--- src/rtl/modsel_pkg.sv ---
package modsel_pkg;
  localparam int unsigned NUM_LANES = 2;
  localparam int unsigned LANE_X = 0;
  localparam int unsigned LANE_Y = 1;

  typedef enum logic {
    ADDR_LINEAR   = 1'b0,
    ADDR_CIRCULAR = 1'b1
  } addr_mode_e;
endpackage

--- src/rtl/modsel_mode_dec.sv ---
module modsel_mode_dec
  import modsel_pkg::*;
(
  input  logic       dual_xfer_i,
  input  logic       x_mod_en_i,
  input  logic       y_mod_en_i,
  output addr_mode_e x_mode_o,
  output addr_mode_e y_mode_o
);
  // Y wins when both enables are set; single transfers never wrap
  always_comb begin
    x_mode_o = ADDR_LINEAR;
    y_mode_o = ADDR_LINEAR;
    if (dual_xfer_i) begin
      if (y_mod_en_i)      y_mode_o = ADDR_CIRCULAR;
      else if (x_mod_en_i) x_mode_o = ADDR_CIRCULAR;
    end
  end
endmodule

--- src/rtl/modsel_lane.sv ---
module modsel_lane
  import modsel_pkg::*;
#(
  parameter int unsigned AW = 16
) (
  input  addr_mode_e    mode_i,
  input  logic [AW-1:0] ptr_i,
  input  logic [AW-1:0] inc_i,
  input  logic [AW-1:0] start_i,
  input  logic [AW-1:0] end_i,
  output logic [AW-1:0] nxt_o,
  output logic          wrap_o
);
  localparam int unsigned SW = AW + 1;

  logic [SW-1:0] sum;
  logic          beyond_end;

  // full-width sum so a carry counts as past the end
  assign sum        = {1'b0, ptr_i} + {1'b0, inc_i};
  assign beyond_end = sum > {1'b0, end_i};
  assign wrap_o     = (mode_i == ADDR_CIRCULAR) && beyond_end;
  assign nxt_o      = wrap_o ? start_i : sum[AW-1:0];
endmodule

--- src/rtl/dual_ptr_modsel.sv ---
module dual_ptr_modsel
  import modsel_pkg::*;
#(
  parameter int unsigned AW = 16
) (
  input  logic          clk_i,
  input  logic          rst_ni,
  input  logic          x_upd_i,
  input  logic          y_upd_i,
  input  logic          dual_xfer_i,
  input  logic          x_mod_en_i,
  input  logic          y_mod_en_i,
  input  logic [AW-1:0] x_ptr_i,
  input  logic [AW-1:0] y_ptr_i,
  input  logic [AW-1:0] x_inc_i,
  input  logic [AW-1:0] y_inc_i,
  input  logic [AW-1:0] mod_start_i,
  input  logic [AW-1:0] mod_end_i,
  output logic [AW-1:0] x_ptr_o,
  output logic [AW-1:0] y_ptr_o,
  output logic          x_wrap_o,
  output logic          y_wrap_o
);
  addr_mode_e    lane_mode [NUM_LANES];
  logic          lane_upd  [NUM_LANES];
  logic [AW-1:0] lane_ptr  [NUM_LANES];
  logic [AW-1:0] lane_inc  [NUM_LANES];
  logic [AW-1:0] lane_q    [NUM_LANES];
  logic          lane_wq   [NUM_LANES];

  modsel_mode_dec u_mode_dec (
    .dual_xfer_i (dual_xfer_i),
    .x_mod_en_i  (x_mod_en_i),
    .y_mod_en_i  (y_mod_en_i),
    .x_mode_o    (lane_mode[LANE_X]),
    .y_mode_o    (lane_mode[LANE_Y])
  );

  assign lane_upd[LANE_X] = x_upd_i;
  assign lane_upd[LANE_Y] = y_upd_i;
  assign lane_ptr[LANE_X] = x_ptr_i;
  assign lane_ptr[LANE_Y] = y_ptr_i;
  assign lane_inc[LANE_X] = x_inc_i;
  assign lane_inc[LANE_Y] = y_inc_i;

  for (genvar g = 0; g < NUM_LANES; g++) begin : g_lane
    logic [AW-1:0] nxt;
    logic          wrap;
    logic [AW-1:0] ptr_q;
    logic          wrap_q;

    modsel_lane #(.AW(AW)) u_lane (
      .mode_i  (lane_mode[g]),
      .ptr_i   (lane_ptr[g]),
      .inc_i   (lane_inc[g]),
      .start_i (mod_start_i),
      .end_i   (mod_end_i),
      .nxt_o   (nxt),
      .wrap_o  (wrap)
    );

    always_ff @(posedge clk_i or negedge rst_ni) begin
      if (!rst_ni) begin
        ptr_q  <= '0;
        wrap_q <= 1'b0;
      end else begin
        wrap_q <= lane_upd[g] & wrap;
        if (lane_upd[g]) ptr_q <= nxt;
      end
    end

    assign lane_q[g]  = ptr_q;
    assign lane_wq[g] = wrap_q;
  end

  assign x_ptr_o  = lane_q[LANE_X];
  assign y_ptr_o  = lane_q[LANE_Y];
  assign x_wrap_o = lane_wq[LANE_X];
  assign y_wrap_o = lane_wq[LANE_Y];
endmodule

--- config.mk ---
export PLATFORM = sky130hd
export DESIGN_NAME = dual_ptr_modsel
export DESIGN_NICKNAME = d
export VERILOG_FILES = /design/src/rtl/modsel_pkg.sv /design/src/rtl/modsel_mode_dec.sv /design/src/rtl/modsel_lane.sv /design/src/rtl/dual_ptr_modsel.sv
export SDC_FILE = /design/constraint.sdc
export NUM_CORES = 1
export LEC_CHECK = 0
export CAP_MARGIN = 0
export CORE_MARGIN = 2
export CORE_UTILIZATION = 44
export CTS_BUF_LIST = sky130_fd_sc_hd__clkbuf_8
export DETAILED_ROUTE_END_ITERATION = 10
export PLACE_DENSITY = 0.84
export SYNTH_ARGS = -nofsm -noshare
export SYNTH_HDL_FRONTEND = slang
export SYNTH_SLANG_ARGS = --single-unit
--- constraint.sdc ---
create_clock -name clk_i -period 2.7 [get_ports clk_i]
set_clock_uncertainty 0.15 [all_clocks]
set_input_delay 0.405 -clock clk_i [delete_from_list [all_inputs] [get_ports clk_i]]
set_output_delay 0.405 -clock clk_i [all_outputs]
set_load 0.02 [all_outputs]
==> results of run 1 <==
==> synthesized netlist by cell type (5+ instances only) <==
cell type / instances / area share, %
a31oi_1: 5 / 0.78
o211ai_1: 14 / 2.6
nand3_1: 11 / 1.4
xnor2_1: 15 / 3.3
dfrtp_1: 34 / 21
nor2_1: 33 / 3.1
inv_1: 41 / 3.9
mux2i_1: 14 / 3.5
xor2_1: 6 / 1.3
nor3_1: 8 / 1.0
nand4_1: 7 / 1.1
clkbuf_1: 10 / 0.94
o221ai_2: 8 / 3.0
a21oi_1: 45 / 5.6
nor4_1: 5 / 0.78
a211oi_1: 7 / 1.3
a21o_1: 9 / 1.7
o21bai_1: 5 / 0.94
o21ai_0: 20 / 2.5
nand2_1: 33 / 3.1
ha_1: 64 / 20
and3_1: 7 / 1.1
==> registers in the layout, indices dropped and copies added (netlist names) <==
| register | cells |
|---|---|
| x_ptr_o | 16 |
| x_wrap_o | 1 |
| y_ptr_o | 16 |
| y_wrap_o | 1 |
==> worst reg2reg max path, cell delays in order, from the launching register on <==
cell,delay [ns]
dfrtp_1,0.39
inv_1,0.08
o32ai_1,0.11
a31o_2,0.25
==> path summary, 6_finish.rpt <==
| check | endpoint | slack [ns] | depth (start not counted) | from |
|---|---|---|---|---|
| setup reg to reg | x_ptr_o[15] | 1.62 | 3 | x_ptr_o[15] |
| hold / removal | x_ptr_o[11] | 0.38 | 2 | x_ptr_o[11] |
| setup / recovery | x_ptr_o[15] | -1.60 | 19 | x_inc_i[0] |
| min in group asynchronous | y_ptr_o[5] | 0.39 | 2 | rst_ni |
| max in group asynchronous | x_ptr_o[7] | 1.68 | 2 | rst_ni |
| hold reg to reg | x_ptr_o[11] | 0.38 | 2 | x_ptr_o[11] |
==> timing repair <==
action	CTS	global route
gates cloned	1	0
endpoints found under the hold margin	0	0
endpoints found under the setup margin	34	34
buffers inserted	28	10
pin swaps	73	28
resized for setup	167	42
==> layout make-up <==
type                       count  share of cell area [%]
clock buffer                   6                    1.08
sequential                    34                    11.2
clock inverter                 2                   0.115
timing repair buffer         312                    36.1
inverter                      41                    2.02
multi-input combinational    384                    47.8
tap                          108                    1.77
==> per-stage QoR <==
| stage | power, uW | hold slack (ns) |
|---|---|---|
| after floorplan | 1600 | -0.0406 |
| after global placement | 2490 | 0.335 |
| after global routing | 3570 | 0.397 |
| after CTS | 3120 | 0.366 |
| after detailed placement | 2560 | 0.341 |
| final | 3420 | 0.379 |
==> routing by layer <==
layer / vias to the layer above / GRT usage, % / routed length [um]
met2: 415 / 63.8 / 9940
met3: 146 / 6.18 / 1760
li1: 2386 / - / -
met5: - / 0 / 0
met4: 0 / 19.8 / 1650
met1: 2551 / 37.7 / 6660
==> logic make-up (layout without fill, tap and decap cells) <==
family | after synthesis | after routing | synth area share [%]
AOI/OAI and AO/OA | 152 | 152 | 27.2
and+or+nand+nor | 131 | 131 | 16.4
adders and majority gates | 66 | 66 | 21.1
buffers and inverters | 56 | 361 | 5.81
DFF | 34 | 34 | 21.3
xor gates and xnor gates | 21 | 21 | 4.61
muxes | 14 | 14 | 3.52
==> report_power, final <==
part	internal [uW]	leakage, uW	total [uW]	switching, uW
combinational	1190	0.00304	2340	1150
sequential	609	0.000401	682	73.0
clock	202	0.0000524	401	199
==> run summary, run 1 <==
Clock buffer count from CTS - 5
Setup Total Neg Slack - -52.01 ns
Nets - 947
RSZ-0062 raised after global routing - yes
Achievable Freq - 0.233 GHz
Commonest non-fill, non-tap cells in the layout - buf_4, clkdlybuf4s50_1, inv_1, ha_1, a21oi_1
Crit-path slowest cell - or4_4
WP data arrival - 4.34 ns
Pwr dens - 449 nW/um^2
Mapped Nets - 643
CTS Sinks - 34
Final HPWL from detailed placement - 12,500 um
Die area - 9840 um^2
Setup crit end kind - register
Initial Util - 45.5%
Layout cells sized above 1 - 38.6%
Total wire length - 20,000 um
Yosys warns - 0
Number of port buffers - 136
Placed cell areas - 6680 um^2
ANT nets after route - 0
Area of the multi-input gates - 3640 um^2
Crit-path most repeated cell - buf_6
Drt first-iter violations - 421
Post-synth ARST share - 100%
Area grow syn2layout - 91.1%
Setup violators final - 34
Failing checks - setup timing
Synthesized area per cell - 8.41 um^2
Worst-Skew Late Latency - 0.30 ns
GP Congestion - 0.903
Post-synthesis register bit count - 34
Number of fill cells - 411
DRC - 0
Drt pass-1 iters - 5
Hold Crit Class - reg2reg
Antenna fix cells - 0
CTS Root Cell - clkbuf_8
H-tree depth - 2
DR WL/cell - 22.6 um
Vias per inst - 6.20
Maxcap violations - 0
Buffers plus inverters on the worst setup path - 5
Largest net degree at the start of global routing - 48
Critical Path, Cell by Cell - buf_6, ha_4, buf_12, a211oi_4, o21ai_2, a31o_2, buf_4, o21ai_0, o311ai_4, ha_1, nand3_2, or4_4, buf_6, nor4_4, a31oi_4, nor3_4, buf_6, o32ai_1, a31o_2
Count of cell types in the netlist - 61
Final hold viol count - 0
Vias in the first global route - 5,398
Final min period - 4.30 ns
CP Launch Type - primary input
Actual slew at the worst max-slew pin - 0.502 ns
Post-synth EDFFs - 0
Dpl cells - 840
Worst Slack Setup Final - -1.60 ns
Commonest non-fill, non-tap cell in the layout - buf_4
Peak VDD IR - 0.249 mV
Post-Layout Cell Count - 887
Leakage - 0.00350 uW
Clk slew on worst S/H paths - 0.07 ns
Routed via count - 5,498
Initial antenna violation count - 0
Die W - 99.2 um
Final Instance Area - 7620 um^2
Sequential share of the synthesized area - 21.3%
Row count - 34
Max-slew violations - 0
Hold buffer count at CTS - 0
Mapped Area - 3990 um^2
Tot GR Track Use - 34.9%
Mapped Cells - 474
Core Region - 8760 um^2
Clock Path Buffers - 2
TritonCTS clock tree - done
First-pass GRT wire length - 27,000 um
Worst-path maximum fanout - 6
GR Overflow Total - 0
FF/Latch Area - 851 um^2
Crit path max-delay family - compound AO/OA/AOI/OAI gates
CP peak stage delay - 0.54 ns
CP required - 2.74 ns
Critical path class - in2reg
Top_reg_cell synth - dfrtp_1
Status - finished with violations
I/O Pins - 137
Die H - 99.2 um
Pre-CTS setup slack - -2.21 ns
Final period utilization - 159%
Finished Core Util - 87.0%
Worst slew margin - 66.2%
Note: power is estimated with default switching activity, not from simulation.
==> run 2: changes to the inputs <==
--- a/config.mk
+++ b/config.mk
@@ -10,6 +10,7 @@
 export CORE_UTILIZATION = 44
 export CTS_BUF_LIST = sky130_fd_sc_hd__clkbuf_8
 export DETAILED_ROUTE_END_ITERATION = 10
+export GPL_TIMING_DRIVEN = 0
 export PLACE_DENSITY = 0.84
 export SYNTH_ARGS = -nofsm -noshare
 export SYNTH_HDL_FRONTEND = slang
==> run summary, run 2 (synthesis results as in run 1) <==
CP Launch Type - primary input (unchanged)
DRC - 0 (unchanged)
Total Power - 3350 uW (was 3420 uW)
Critical Path, Cell by Cell - clkdlybuf4s50_1, ha_1, nand2_1, nor3b_1, nor2_1, o41ai_4, xnor2_1, ha_1, nand4_1, a21oi_2, a2111oi_2, o21ai_2, o311ai_4, buf_6, buf_6, mux2i_1, a21oi_1 (was buf_6, ha_4, buf_12, a211oi_4, o21ai_2, a31o_2, buf_4, o21ai_0, o311ai_4, ha_1, nand3_2, or4_4, buf_6, nor4_4, a31oi_4, nor3_4, buf_6, o32ai_1, a31o_2)
Initial antenna violation count - 0 (unchanged)
Final min period - 4.69 ns (was 4.30 ns)
Top Metal Used - met4 (unchanged)
Row count - 34 (unchanged)
WP data arrival - 4.69 ns (was 4.34 ns)
Max-slew violations - 0 (unchanged)
Initial Util - 45.5% (unchanged)
First-pass GRT wire length - 25,600 um (was 27,000 um)
Area of the multi-input gates - 3750 um^2 (was 3640 um^2)
Achievable Freq - 0.213 GHz (was 0.233 GHz)
Number of fill cells - 439 (was 411)
Final HPWL from detailed placement - 10,800 um (was 12,500 um)
WL met3 - 1850 um (was 1760 um)
Setup violators final - 34 (unchanged)
Commonest non-fill, non-tap cells in the layout - clkdlybuf4s50_1, buf_4, inv_1, ha_1, a21oi_1 (was buf_4, clkdlybuf4s50_1, inv_1, ha_1, a21oi_1)
DR WL/cell - 24.1 um (was 22.6 um)
Largest net degree at the start of global routing - 35 (was 48)
Worst Slack Setup Final - -1.99 ns (was -1.60 ns)
Die area - 9840 um^2 (unchanged)
Buffers plus inverters on the worst setup path - 3 (was 5)
Crit path max-delay family - compound AO/OA/AOI/OAI gates (unchanged)
Status - finished with violations (unchanged)
Maxcap violations - 0 (unchanged)
Hold buffer count at CTS - 0 (unchanged)
Antenna fix cells - 0 (unchanged)
Worst-path maximum fanout - 6 (unchanged)
CTS Sinks - 34 (unchanged)
Failing checks - setup timing (unchanged)
FF/Latch Area - 851 um^2 (unchanged)
Commonest non-fill, non-tap cell in the layout - clkdlybuf4s50_1 (was buf_4)
Actual slew at the worst max-slew pin - 0.787 ns (was 0.502 ns)
Routed via count - 5,352 (was 5,498)
RSZ-0062 raised after global routing - yes (unchanged)
ANT nets after route - 0 (unchanged)
GP Congestion - 0.936 (was 0.903)
CTS Root Cell - clkbuf_8 (unchanged)
CP required - 2.70 ns (was 2.74 ns)
Die W - 99.2 um (unchanged)
I/O Pins - 137 (unchanged)
Final period utilization - 174% (was 159%)
Total wire length - 19,200 um (was 20,000 um)
Clock buffer count from CTS - 5 (unchanged)
Worst reg2reg path depth - 3 (unchanged)
Core Region - 8760 um^2 (unchanged)
Leakage - 0.00306 uW (was 0.00350 uW)
Vias in the first global route - 5,190 (was 5,398)
Die H - 99.2 um (unchanged)
Vias per inst - 6.71 (was 6.20)
Peak VDD IR - 0.242 mV (was 0.249 mV)
Hold Crit Class - in2async (was reg2reg)
Drt pass-1 iters - 6 (was 5)
Final hold viol count - 0 (unchanged)
Crit-path slowest cell - ha_1 (was or4_4)
Clk slew on worst S/H paths - 0.08 ns (was 0.07 ns)
Area grow syn2layout - 77.6% (was 91.1%)
CP peak stage delay - 0.44 ns (was 0.54 ns)
Levels on crit path - 17 (was 19)
Routed met1 length - 6420 um (was 6660 um)
Worst-Skew Late Latency - 0.28 ns (was 0.30 ns)
GR Overflow Total - 0 (unchanged)
Nets - 859 (was 947)
TritonCTS clock tree - done (unchanged)
Setup Total Neg Slack - -57.65 ns (was -52.01 ns)
Critical path class - in2reg (unchanged)
Number of port buffers - 136 (unchanged)
Worst slew margin - 47.6% (was 66.2%)
Clock Path Buffers - 2 (unchanged)
Drt first-iter violations - 515 (was 421)
Metal2 WL - 9220 um (was 9940 um)
Tot GR Track Use - 32.4% (was 34.9%)
H-tree depth - 2 (unchanged)
Layout cells sized above 1 - 31.2% (was 38.6%)
Pwr dens - 473 nW/um^2 (was 449 nW/um^2)
Setup crit end kind - register (unchanged)
[run 2: report_power, final]
group	leakage, uW	switching (uW)	total, uW	internal (uW)
clock network	0.0000573	200	495	296
logic	0.00260	1130	2170	1040
registers	0.000401	74.4	683	609
[run 2: stage by stage]
step / std cells / hold WS (ns) / cell area [um^2] / setup slack, ns / utilization [%]
6_report: 798 / 0.0383 / 7080 / -1.99 / 80.8
5_1_grt: 798 / 0.0984 / 7080 / -2.03 / 80.8
4_1_cts: 779 / 0.0640 / 6760 / -1.41 / 77.1
3_5_place_dp: 718 / 0.348 / 5700 / -2.43 / 65.0
3_3_place_gp: 718 / 0.329 / 5710 / -2.30 / 65.1
2_1_floorplan: 474 / -0.0406 / 4210 / -1.34 / -
[run 2: worst paths after layout]
| check | slack [ns] | startpoint | endpoint |
|---|---|---|---|
| worst min-delay path | 0.04 | rst_ni | y_ptr_o[8] |
| max in group asynchronous | 1.85 | rst_ni | x_wrap_o |
| worst max register to register | 1.64 | x_ptr_o[13] | x_ptr_o[13] |
| min in group clk_i | 0.36 | x_ptr_o[11] | x_ptr_o[11] |
| worst min register to register | 0.36 | x_ptr_o[11] | x_ptr_o[11] |
| worst max-delay path | -1.99 | y_inc_i[12] | y_ptr_o[7] |
[run 2: final cells by class]
class | instances | share of cell area, %
inverters | 41 | 2.23
flip-flops and latches | 34 | 12.0
repair buffers | 209 | 27.6
plain buffers | 15 | 1.70
multi-input cells | 384 | 52.9
clock buffers | 6 | 1.17
clock inverters | 1 | 0.424
well taps | 108 | 1.91
[run 2: timing repair]
action | 4_1_cts | 5_1_grt
pin swaps | 74 | 37
cloned | 3 | 0
buffers inserted | 51 | 19
gates resized for setup | 171 | 44
setup endpoints to repair | 34 | 34
[run 2: metal layers]
metal,GRT usage (%),vias up
li1,-,2211
met1,35.7,2471
met2,58.8,484
met3,4.92,186
met4,19.1,0
met5,0,-
